### src/rtl/ata_pio_pkg.sv
package ata_pio_pkg;

    parameter int CNT_W      = 8;
    parameter int SEL_W      = 4;
    parameter int BSEL_W     = 5;
    parameter int DATA_W_DEF = 16;

    // ready sample point and stretch bound in cycles (about 35 ns and 1285 ns at 50 MHz)
    parameter int IORDY_SMP_DEF = 2;
    parameter int IORDY_LIM_DEF = 65;

    typedef logic [CNT_W-1:0] cnt_t;

    typedef struct packed {
        cnt_t act;
        cnt_t cyc;
        cnt_t rec;
    } tset_t;

    // slow mode 0 defaults in 20 ns cycles
    localparam cnt_t  DEF_SETUP = cnt_t'(4);
    localparam tset_t DEF_REG8  = '{act: cnt_t'(15), cyc: cnt_t'(30), rec: cnt_t'(15)};
    localparam tset_t DEF_DAT16 = '{act: cnt_t'(9),  cyc: cnt_t'(30), rec: cnt_t'(4)};

    localparam logic [BSEL_W-1:0] BSEL_IDLE = 5'b000_11;

    typedef enum logic [1:0] {
        PH_IDLE,
        PH_SETUP,
        PH_ACTIVE,
        PH_RECOV
    } phase_e;

    function automatic cnt_t at_least_one(cnt_t v);
        return (v == '0) ? cnt_t'(1) : v;
    endfunction

    // {A2,A1,A0,CS1N,CS0N}
    function automatic logic [BSEL_W-1:0] map_sel(logic [SEL_W-1:0] sel);
        if (sel[SEL_W-1])
            return {3'd6, 1'b0, 1'b1};
        return {sel[2:0], 1'b1, 1'b0};
    endfunction

    // recovery = leftover cycle time when it beats the minimum, else the minimum
    function automatic cnt_t recov_len(cnt_t cyc, logic [CNT_W:0] act_eff, cnt_t rec);
        logic [CNT_W:0] left;
        cnt_t           rmin;
        rmin = at_least_one(rec);
        left = {1'b0, cyc} - act_eff;
        if (({1'b0, cyc} > act_eff) && (left > {1'b0, rmin}))
            return left[CNT_W-1:0];
        return rmin;
    endfunction

endpackage

### src/rtl/ata_pio_cfg_regs.sv
module ata_pio_cfg_regs
    import ata_pio_pkg::*;
(
    input  logic  clk,
    input  logic  rst,
    input  logic  load,
    input  cnt_t  setup_in,
    input  tset_t reg_in,
    input  tset_t dat_in,
    input  logic  en_in,
    input  logic  is_reg,
    output tset_t set_out,
    output cnt_t  setup_out,
    output logic  en_out
);

    tset_t reg_q;
    tset_t dat_q;
    cnt_t  setup_q;
    logic  en_q;

    always_ff @(posedge clk) begin
        if (rst) begin
            reg_q   <= DEF_REG8;
            dat_q   <= DEF_DAT16;
            setup_q <= DEF_SETUP;
            en_q    <= 1'b0;
        end else if (load) begin
            reg_q   <= reg_in;
            dat_q   <= dat_in;
            setup_q <= setup_in;
            en_q    <= en_in;
        end
    end

    assign set_out   = is_reg ? reg_q : dat_q;
    assign setup_out = setup_q;
    assign en_out    = en_q;

endmodule

### src/rtl/ata_pio_bus_map.sv
module ata_pio_bus_map
    import ata_pio_pkg::*;
(
    input  logic              active,
    input  logic [SEL_W-1:0]  sel,
    output logic [BSEL_W-1:0] bus_sel
);

    always_comb begin
        bus_sel = active ? map_sel(sel) : BSEL_IDLE;
    end

endmodule

### src/rtl/ata_pio_phase_ctl.sv
module ata_pio_phase_ctl
    import ata_pio_pkg::*;
#(
    parameter int IORDY_SMP = IORDY_SMP_DEF,
    parameter int IORDY_LIM = IORDY_LIM_DEF
) (
    input  logic  clk,
    input  logic  rst,
    input  logic  start,
    input  logic  is_write,
    input  tset_t set_in,
    input  cnt_t  setup_in,
    input  logic  en_in,
    input  logic  iordy,
    output logic  rd_n,
    output logic  wr_n,
    output logic  den,
    output logic  busy,
    output logic  done,
    output logic  capture,
    output logic  tmo_pulse
);

    localparam cnt_t SMP_C  = cnt_t'(IORDY_SMP);
    localparam cnt_t LIM_M1 = cnt_t'(IORDY_LIM - 1);

    phase_e ph;
    cnt_t   cnt;
    cnt_t   rlen;
    cnt_t   setup_q;
    tset_t  set_q;
    logic   wr_q;
    logic   en_q;

    logic [CNT_W:0] cnt_p1;
    logic           nominal_ok;
    logic           rdy_ok;
    logic           at_lim;
    logic           act_end;

    always_comb begin
        cnt_p1     = {1'b0, cnt} + 1'b1;
        nominal_ok = cnt_p1 >= {1'b0, at_least_one(set_q.act)};
        rdy_ok     = (cnt >= SMP_C) && iordy;
        at_lim     = cnt >= LIM_M1;
        act_end    = (ph == PH_ACTIVE) && nominal_ok && (!en_q || rdy_ok || at_lim);
    end

    always_ff @(posedge clk) begin
        if (rst) begin
            ph        <= PH_IDLE;
            cnt       <= '0;
            rlen      <= '0;
            setup_q   <= '0;
            set_q     <= '0;
            wr_q      <= 1'b0;
            en_q      <= 1'b0;
            rd_n      <= 1'b1;
            wr_n      <= 1'b1;
            den       <= 1'b0;
            done      <= 1'b0;
            tmo_pulse <= 1'b0;
        end else begin
            done      <= 1'b0;
            tmo_pulse <= 1'b0;
            case (ph)
                PH_IDLE: begin
                    if (start) begin
                        setup_q <= setup_in;
                        set_q   <= set_in;
                        wr_q    <= is_write;
                        en_q    <= en_in;
                        cnt     <= '0;
                        ph      <= PH_SETUP;
                    end
                end
                PH_SETUP: begin
                    if (cnt_p1 >= {1'b0, at_least_one(setup_q)}) begin
                        cnt <= '0;
                        ph  <= PH_ACTIVE;
                        if (wr_q) begin
                            wr_n <= 1'b0;
                            den  <= 1'b1;
                        end else begin
                            rd_n <= 1'b0;
                        end
                    end else begin
                        cnt <= cnt + 1'b1;
                    end
                end
                PH_ACTIVE: begin
                    if (act_end) begin
                        rd_n      <= 1'b1;
                        wr_n      <= 1'b1;
                        den       <= 1'b0;
                        rlen      <= recov_len(set_q.cyc, cnt_p1, set_q.rec);
                        tmo_pulse <= en_q && !rdy_ok;
                        cnt       <= '0;
                        ph        <= PH_RECOV;
                    end else begin
                        cnt <= cnt + 1'b1;
                    end
                end
                default: begin
                    if (cnt_p1 >= {1'b0, rlen}) begin
                        cnt  <= '0;
                        done <= 1'b1;
                        ph   <= PH_IDLE;
                    end else begin
                        cnt <= cnt + 1'b1;
                    end
                end
            endcase
        end
    end

    assign busy    = (ph != PH_IDLE);
    assign capture = act_end && !wr_q;

    // strobes never overlap
    p_one_strobe_r3: assert property (@(posedge clk) disable iff (rst)
        !rd_n |-> wr_n);

    // completion is a single-cycle pulse
    p_done_pulse_r10: assert property (@(posedge clk) disable iff (rst)
        done |=> !done);

    // a strobe never falls on the first busy cycle (setup comes first)
    p_setup_first_r2: assert property (@(posedge clk) disable iff (rst)
        ($fell(rd_n) || $fell(wr_n)) |-> $past(busy));

endmodule

### src/rtl/ata_pio_seq.sv
module ata_pio_seq
    import ata_pio_pkg::*;
#(
    parameter int DATA_W    = DATA_W_DEF,
    parameter int IORDY_SMP = IORDY_SMP_DEF,
    parameter int IORDY_LIM = IORDY_LIM_DEF
) (
    input  logic              clk,
    input  logic              rst,
    input  logic              req_valid,
    input  logic              req_write,
    input  logic              req_is_reg,
    input  logic [SEL_W-1:0]  req_sel,
    input  logic [DATA_W-1:0] req_wdata,
    input  logic              cfg_load,
    input  logic [CNT_W-1:0]  cfg_setup,
    input  logic [CNT_W-1:0]  cfg_act8,
    input  logic [CNT_W-1:0]  cfg_cyc8,
    input  logic [CNT_W-1:0]  cfg_rec8,
    input  logic [CNT_W-1:0]  cfg_act16,
    input  logic [CNT_W-1:0]  cfg_cyc16,
    input  logic [CNT_W-1:0]  cfg_rec16,
    input  logic              cfg_iordy_en,
    input  logic              iordy,
    input  logic [DATA_W-1:0] bus_din,
    output logic [BSEL_W-1:0] bus_sel,
    output logic              dior_n,
    output logic              diow_n,
    output logic [DATA_W-1:0] bus_dout,
    output logic              bus_dout_en,
    output logic              busy,
    output logic              done,
    output logic [DATA_W-1:0] rdata,
    output logic              iordy_timeout
);

    tset_t              sel_set;
    cnt_t               sel_setup;
    logic               sel_en;
    logic               capture;
    logic               tmo_pulse;
    logic               accept;
    logic [SEL_W-1:0]   sel_q;
    logic [DATA_W-1:0]  wdata_q;
    tset_t              reg_in;
    tset_t              dat_in;

    assign reg_in = '{act: cfg_act8,  cyc: cfg_cyc8,  rec: cfg_rec8};
    assign dat_in = '{act: cfg_act16, cyc: cfg_cyc16, rec: cfg_rec16};
    assign accept = req_valid && !busy;

    ata_pio_cfg_regs u_cfg (
        .clk       (clk),
        .rst       (rst),
        .load      (cfg_load),
        .setup_in  (cfg_setup),
        .reg_in    (reg_in),
        .dat_in    (dat_in),
        .en_in     (cfg_iordy_en),
        .is_reg    (req_is_reg),
        .set_out   (sel_set),
        .setup_out (sel_setup),
        .en_out    (sel_en)
    );

    ata_pio_phase_ctl #(
        .IORDY_SMP (IORDY_SMP),
        .IORDY_LIM (IORDY_LIM)
    ) u_ctl (
        .clk       (clk),
        .rst       (rst),
        .start     (accept),
        .is_write  (req_write),
        .set_in    (sel_set),
        .setup_in  (sel_setup),
        .en_in     (sel_en),
        .iordy     (iordy),
        .rd_n      (dior_n),
        .wr_n      (diow_n),
        .den       (bus_dout_en),
        .busy      (busy),
        .done      (done),
        .capture   (capture),
        .tmo_pulse (tmo_pulse)
    );

    ata_pio_bus_map u_map (
        .active  (busy),
        .sel     (sel_q),
        .bus_sel (bus_sel)
    );

    always_ff @(posedge clk) begin
        if (rst) begin
            sel_q         <= '0;
            wdata_q       <= '0;
            rdata         <= '0;
            iordy_timeout <= 1'b0;
        end else begin
            if (accept) begin
                sel_q   <= req_sel;
                wdata_q <= req_wdata;
            end
            if (capture)
                rdata <= bus_din;
            if (tmo_pulse)
                iordy_timeout <= 1'b1;
        end
    end

    assign bus_dout = wdata_q;

    // idle lines rest high
    p_idle_lines_r1: assert property (@(posedge clk) disable iff (rst)
        !busy |-> (bus_sel[1:0] == 2'b11) && dior_n && diow_n);

    // write word holds while the write strobe is low
    p_dout_hold_r4: assert property (@(posedge clk) disable iff (rst)
        (!diow_n && $past(!diow_n)) |-> $stable(bus_dout));

    // timeout flag is sticky
    p_timeout_sticky_r9: assert property (@(posedge clk) disable iff (rst)
        iordy_timeout |=> iordy_timeout);

    // select holds for the whole cycle
    p_sel_hold_r10: assert property (@(posedge clk) disable iff (rst)
        (busy && $past(busy)) |-> $stable(bus_sel));

endmodule

### config.mk
export PLATFORM = sky130hd
export DESIGN_NAME = ata_pio_seq
export DESIGN_NICKNAME = d
export VERILOG_FILES = /design/src/rtl/ata_pio_pkg.sv /design/src/rtl/ata_pio_cfg_regs.sv /design/src/rtl/ata_pio_bus_map.sv /design/src/rtl/ata_pio_phase_ctl.sv /design/src/rtl/ata_pio_seq.sv
export SDC_FILE = /design/constraint.sdc
export NUM_CORES = 1
export LEC_CHECK = 0
export ABC_AREA = 1
export CORE_MARGIN = 2
export CORE_UTILIZATION = 35
export DETAILED_ROUTE_END_ITERATION = 7
export PLACE_DENSITY = 0.68
export REMOVE_ABC_BUFFERS = 1
export SLEW_MARGIN = 15
export SYNTH_ARGS = -nofsm -noshare
export SYNTH_HDL_FRONTEND = slang
export SYNTH_SLANG_ARGS = --single-unit
### constraint.sdc
create_clock -name clk -period 5.93 [get_ports clk]
set_clock_uncertainty 0.15 [all_clocks]
set_input_delay 0.8895 -clock clk [delete_from_list [all_inputs] [get_ports clk]]
set_output_delay 0.8895 -clock clk [all_outputs]
set_load 0.05 [all_outputs]
==> flow_metrics.env <==
export IMPL_min_from="u_ctl.tmo_pulse"
export IMPL_leakagePower_nw=4.27
export IMPL_place_congestion=0.897
export IMPL_rsz0062_at_grt="false"
export IMPL_layout_cells_most_common="nand2_1"
export IMPL_synth_seq_cells=151
export IMPL_dieArea_mm2=0.0226
export IMPL_core_area_mm2=0.0210
export IMPL_grt_pass1_vias=6295
export IMPL_setup_tns_ns=0
export IMPL_worst_path_max_fanout=13
export IMPL_grt_max_degree=60
export IMPL_min_path_type="flop to flop"
export IMPL_synthSimpleGateAreaFrac_pct=29.7
export IMPL_cts_resized=0
export IMPL_clkLatencyLatePin_ns=0.42
export IMPL_synthAdderAreaFrac_pct=5.93
export IMPL_diodes=0
export IMPL_worstHoldEndpoint="iordy_timeout"
export IMPL_mostFrequentLayoutCells="nand2_1 (228), nor2_1 (157), dfxtp_1 (151), clkdlybuf4s50_1 (141), inv_1 (119)"
export IMPL_arrival_ns=4.47
export IMPL_rows=53
export IMPL_synth_area_per_cell_um2=6.94
export IMPL_hpwl_um=13300
export IMPL_post_route_min_period_ns=4.31
export IMPL_crit_chain="ha_1 -> nand2_1 -> nor3_1 -> xor2_1 -> inv_1 -> ha_1 -> inv_1 -> nand3_1 -> nand2_1 -> ha_1 -> nand2_1 -> o21bai_1 -> nand2_1 -> nand2_1 -> nand2_1 -> o21ai_0 -> a21oi_2 -> nand2_1 -> nand2_1 -> nand3_1 -> nand2_1 -> inv_1"
export IMPL_crit_required_ns=6.09
export IMPL_synth_distinct_cells=36
export IMPL_fin_crit_sh_pct=72.7
export IMPL_nets=1328
export IMPL_synthCells=1081
export IMPL_cts_htree_levels=4
export IMPL_setup_viol=0
export IMPL_io_buffers=142
export IMPL_cts_path_max_buffers=2
export IMPL_rr_startpoint="u_ctl.cnt[0]"
export IMPL_cts_root_buffer="clkbuf_16"
export IMPL_drv_cap=0
export IMPL_io_pins=143
export IMPL_ant_nets=0
export IMPL_cts_tree="done"
export IMPL_synth_top_family_by_area="simple AND/OR/NAND/NOR gates"
export IMPL_via_count=7031
export IMPL_maxSlewViolCount=0
export IMPL_path_class="flop to flop"
export IMPL_drcViolationCount=0
export IMPL_critPathCaptureType="flop"
export IMPL_slowest_stage="xor2_1"
export IMPL_areaGrowthSynthToFinish_pct=28.8
export IMPL_synth_xor_xnor_area_share_pct=0.700
export IMPL_r2r_end="u_ctl.rlen[7]"
export IMPL_first_iter_violations=451
export IMPL_reg2reg_slack_ns=1.62
export IMPL_vdd_ir_drop_max_uv=204
export IMPL_postCtsSetupBuffers=0
export IMPL_syn_cell_area_mm2=0.00751
export IMPL_crit_top_cell="nand2_1"
export IMPL_hold_violations=0
export IMPL_max_slew_margin_rel_pct=25.7
export IMPL_routed_wirelength_um=18800
export IMPL_yosysWarnings=0
export IMPL_grt_pass1_wl_um=30700
export IMPL_cts_buffers=17
export IMPL_ctsHoldBuffers=0
export IMPL_fmax_mhz=232
export IMPL_routed_via_density=4.75
export IMPL_synth_compound_area_share_pct=13.6
export IMPL_utilization_pct=46.0
export IMPL_antenna_found_initial=0
export IMPL_cts_sinks=151
export IMPL_critPathLaunchType="flop"
export IMPL_reg2reg_depth=22
export IMPL_wl_per_cell_um=12.7
export IMPL_critPathMaxStageDelay_ns=0.52
export IMPL_whs_path_depth=2
export IMPL_die_w_um=150
export IMPL_drive_gt1_share_pct=5.73
export IMPL_initial_core_util_pct=35.7
export IMPL_path_clk_slew_ns=0.06
export IMPL_synth_area_mux_share_pct=0
export IMPL_grt_total_usage_pct=16.8
export IMPL_dr_pass1_iters=5
export IMPL_tightest_slew_ns=1.11
export IMPL_power_density_mw_per_mm2=438
export IMPL_yosysSeqAreaShare_pct=40.3
export IMPL_grt_ovfl_total=0
export IMPL_run_status="finished, final reports clean"
export IMPL_die_y_um=150
==> worst max-delay path, delay by kind of cell (launching register included) <==
kind | cells | cell delay [ns]
xor gates and xnor gates | 1 | 0.52
and+or+nand+nor | 12 | 1.17
adders and majority gates | 3 | 0.93
DFF | 1 | 0.51
buffers and inverters | 3 | 0.21
AOI/OAI and AO/OA | 3 | 0.71
==> per-stage QoR <==
step / setup WS (ns) / power [mW] / instances / hold slack, ns / area, um^2
finish: 1.62 / 4.24 / 1480 / 0.291 / 9670
global route: 1.19 / 4.54 / 1480 / 0.310 / 9670
CTS: 1.64 / 4.25 / 1480 / 0.296 / 9670
detailed placement: 1.69 / 3.11 / 1449 / 0.285 / 9050
global placement: 1.79 / 3.10 / 1449 / 0.266 / 9050
floorplan: 2.32 / 2.60 / 1027 / 0.261 / 7260
==> state kept, by name, summed over array words and instances (netlist names), 2 cells and up <==
signal           flops
u_ctl.cnt            8
rdata               16
bus_dout            16
u_cfg.reg_q         24
u_ctl.set_q         24
u_ctl.setup_q        8
u_cfg.dat_q         24
u_ctl.ph             2
sel_q                4
u_ctl.rlen           8
u_cfg.setup_out      8
==> report_power, final <==
part           switching (mW)  internal [mW]
Combinational            1.15          0.645
Clock                   0.462          0.673
Sequential              0.113           1.19
==> synthesized netlist by cell type (all sizes together) <==
library cell,number,area [um^2]
xor2,3,26.3
a31oi,2,12.5
nor3,8,40.0
or2,2,12.5
clkinv,5,18.8
o21bai,2,15.0
nand3b,3,22.5
a21oi,58,309
nor4,3,18.8
inv,124,465
nor2,160,623
nand2,241,945
xnor2,3,26.3
and2,2,12.5
dfxtp,151,3020
nand3,94,475
a41o,2,20.0
fa,1,20.0
o211ai,24,180
nand4,10,77.6
buf,12,93.8
clkbuf,42,158
ha,34,425
o21ai,95,487
==> per-layer routing <==
metal	wire length, um	up-vias	GRT usage, %	part of all wire [%]
met5	0	-	0	0
met4	297	0	5.61	1.6
met3	693	20	3.12	3.7
met2	8910	138	26.6	47
met1	8880	3171	22.9	47
li1	-	3702	-	-
==> kinds of logic (layout without fill, tap and decap cells) <==
kind of cell / count (synthesis) / in the layout
AOI/OAI and AO/OA: 183 / 183
xor gates and xnor gates: 6 / 6
adders and majority gates: 35 / 35
buffers and inverters: 183 / 307
DFF: 151 / 151
and+or+nand+nor: 523 / 523
==> worst max path at each step <==
stage / start / endpoint / slack, ns
2_1_floorplan: u_ctl.cnt[0] / u_ctl.rlen[1] / 2.32
3_3_place_gp: u_ctl.cnt[0] / u_ctl.rlen[2] / 1.79
5_1_grt: u_ctl.cnt[0] / u_ctl.rlen[2] / 1.19
6_report: u_ctl.cnt[0] / u_ctl.rlen[7] / 1.62
3_5_place_dp: u_ctl.cnt[0] / u_ctl.rlen[1] / 1.69
4_1_cts: u_ctl.cnt[0] / u_ctl.rlen[7] / 1.64
==> final cells by class <==
| type | count | area (um^2) |
|---|---|---|
| Fill cell | 2099 | 11400 |
| Tap cell | 275 | 344 |
| Inverter | 129 | 485 |
| Timing Repair Buffer | 147 | 1450 |
| Multi-Input combinational cell | 747 | 3750 |
| Clock inverter | 14 | 188 |
| Sequential cell | 151 | 3020 |
| Clock buffer | 17 | 425 |
No activity file was read; power rests on OpenSTA's default activity.
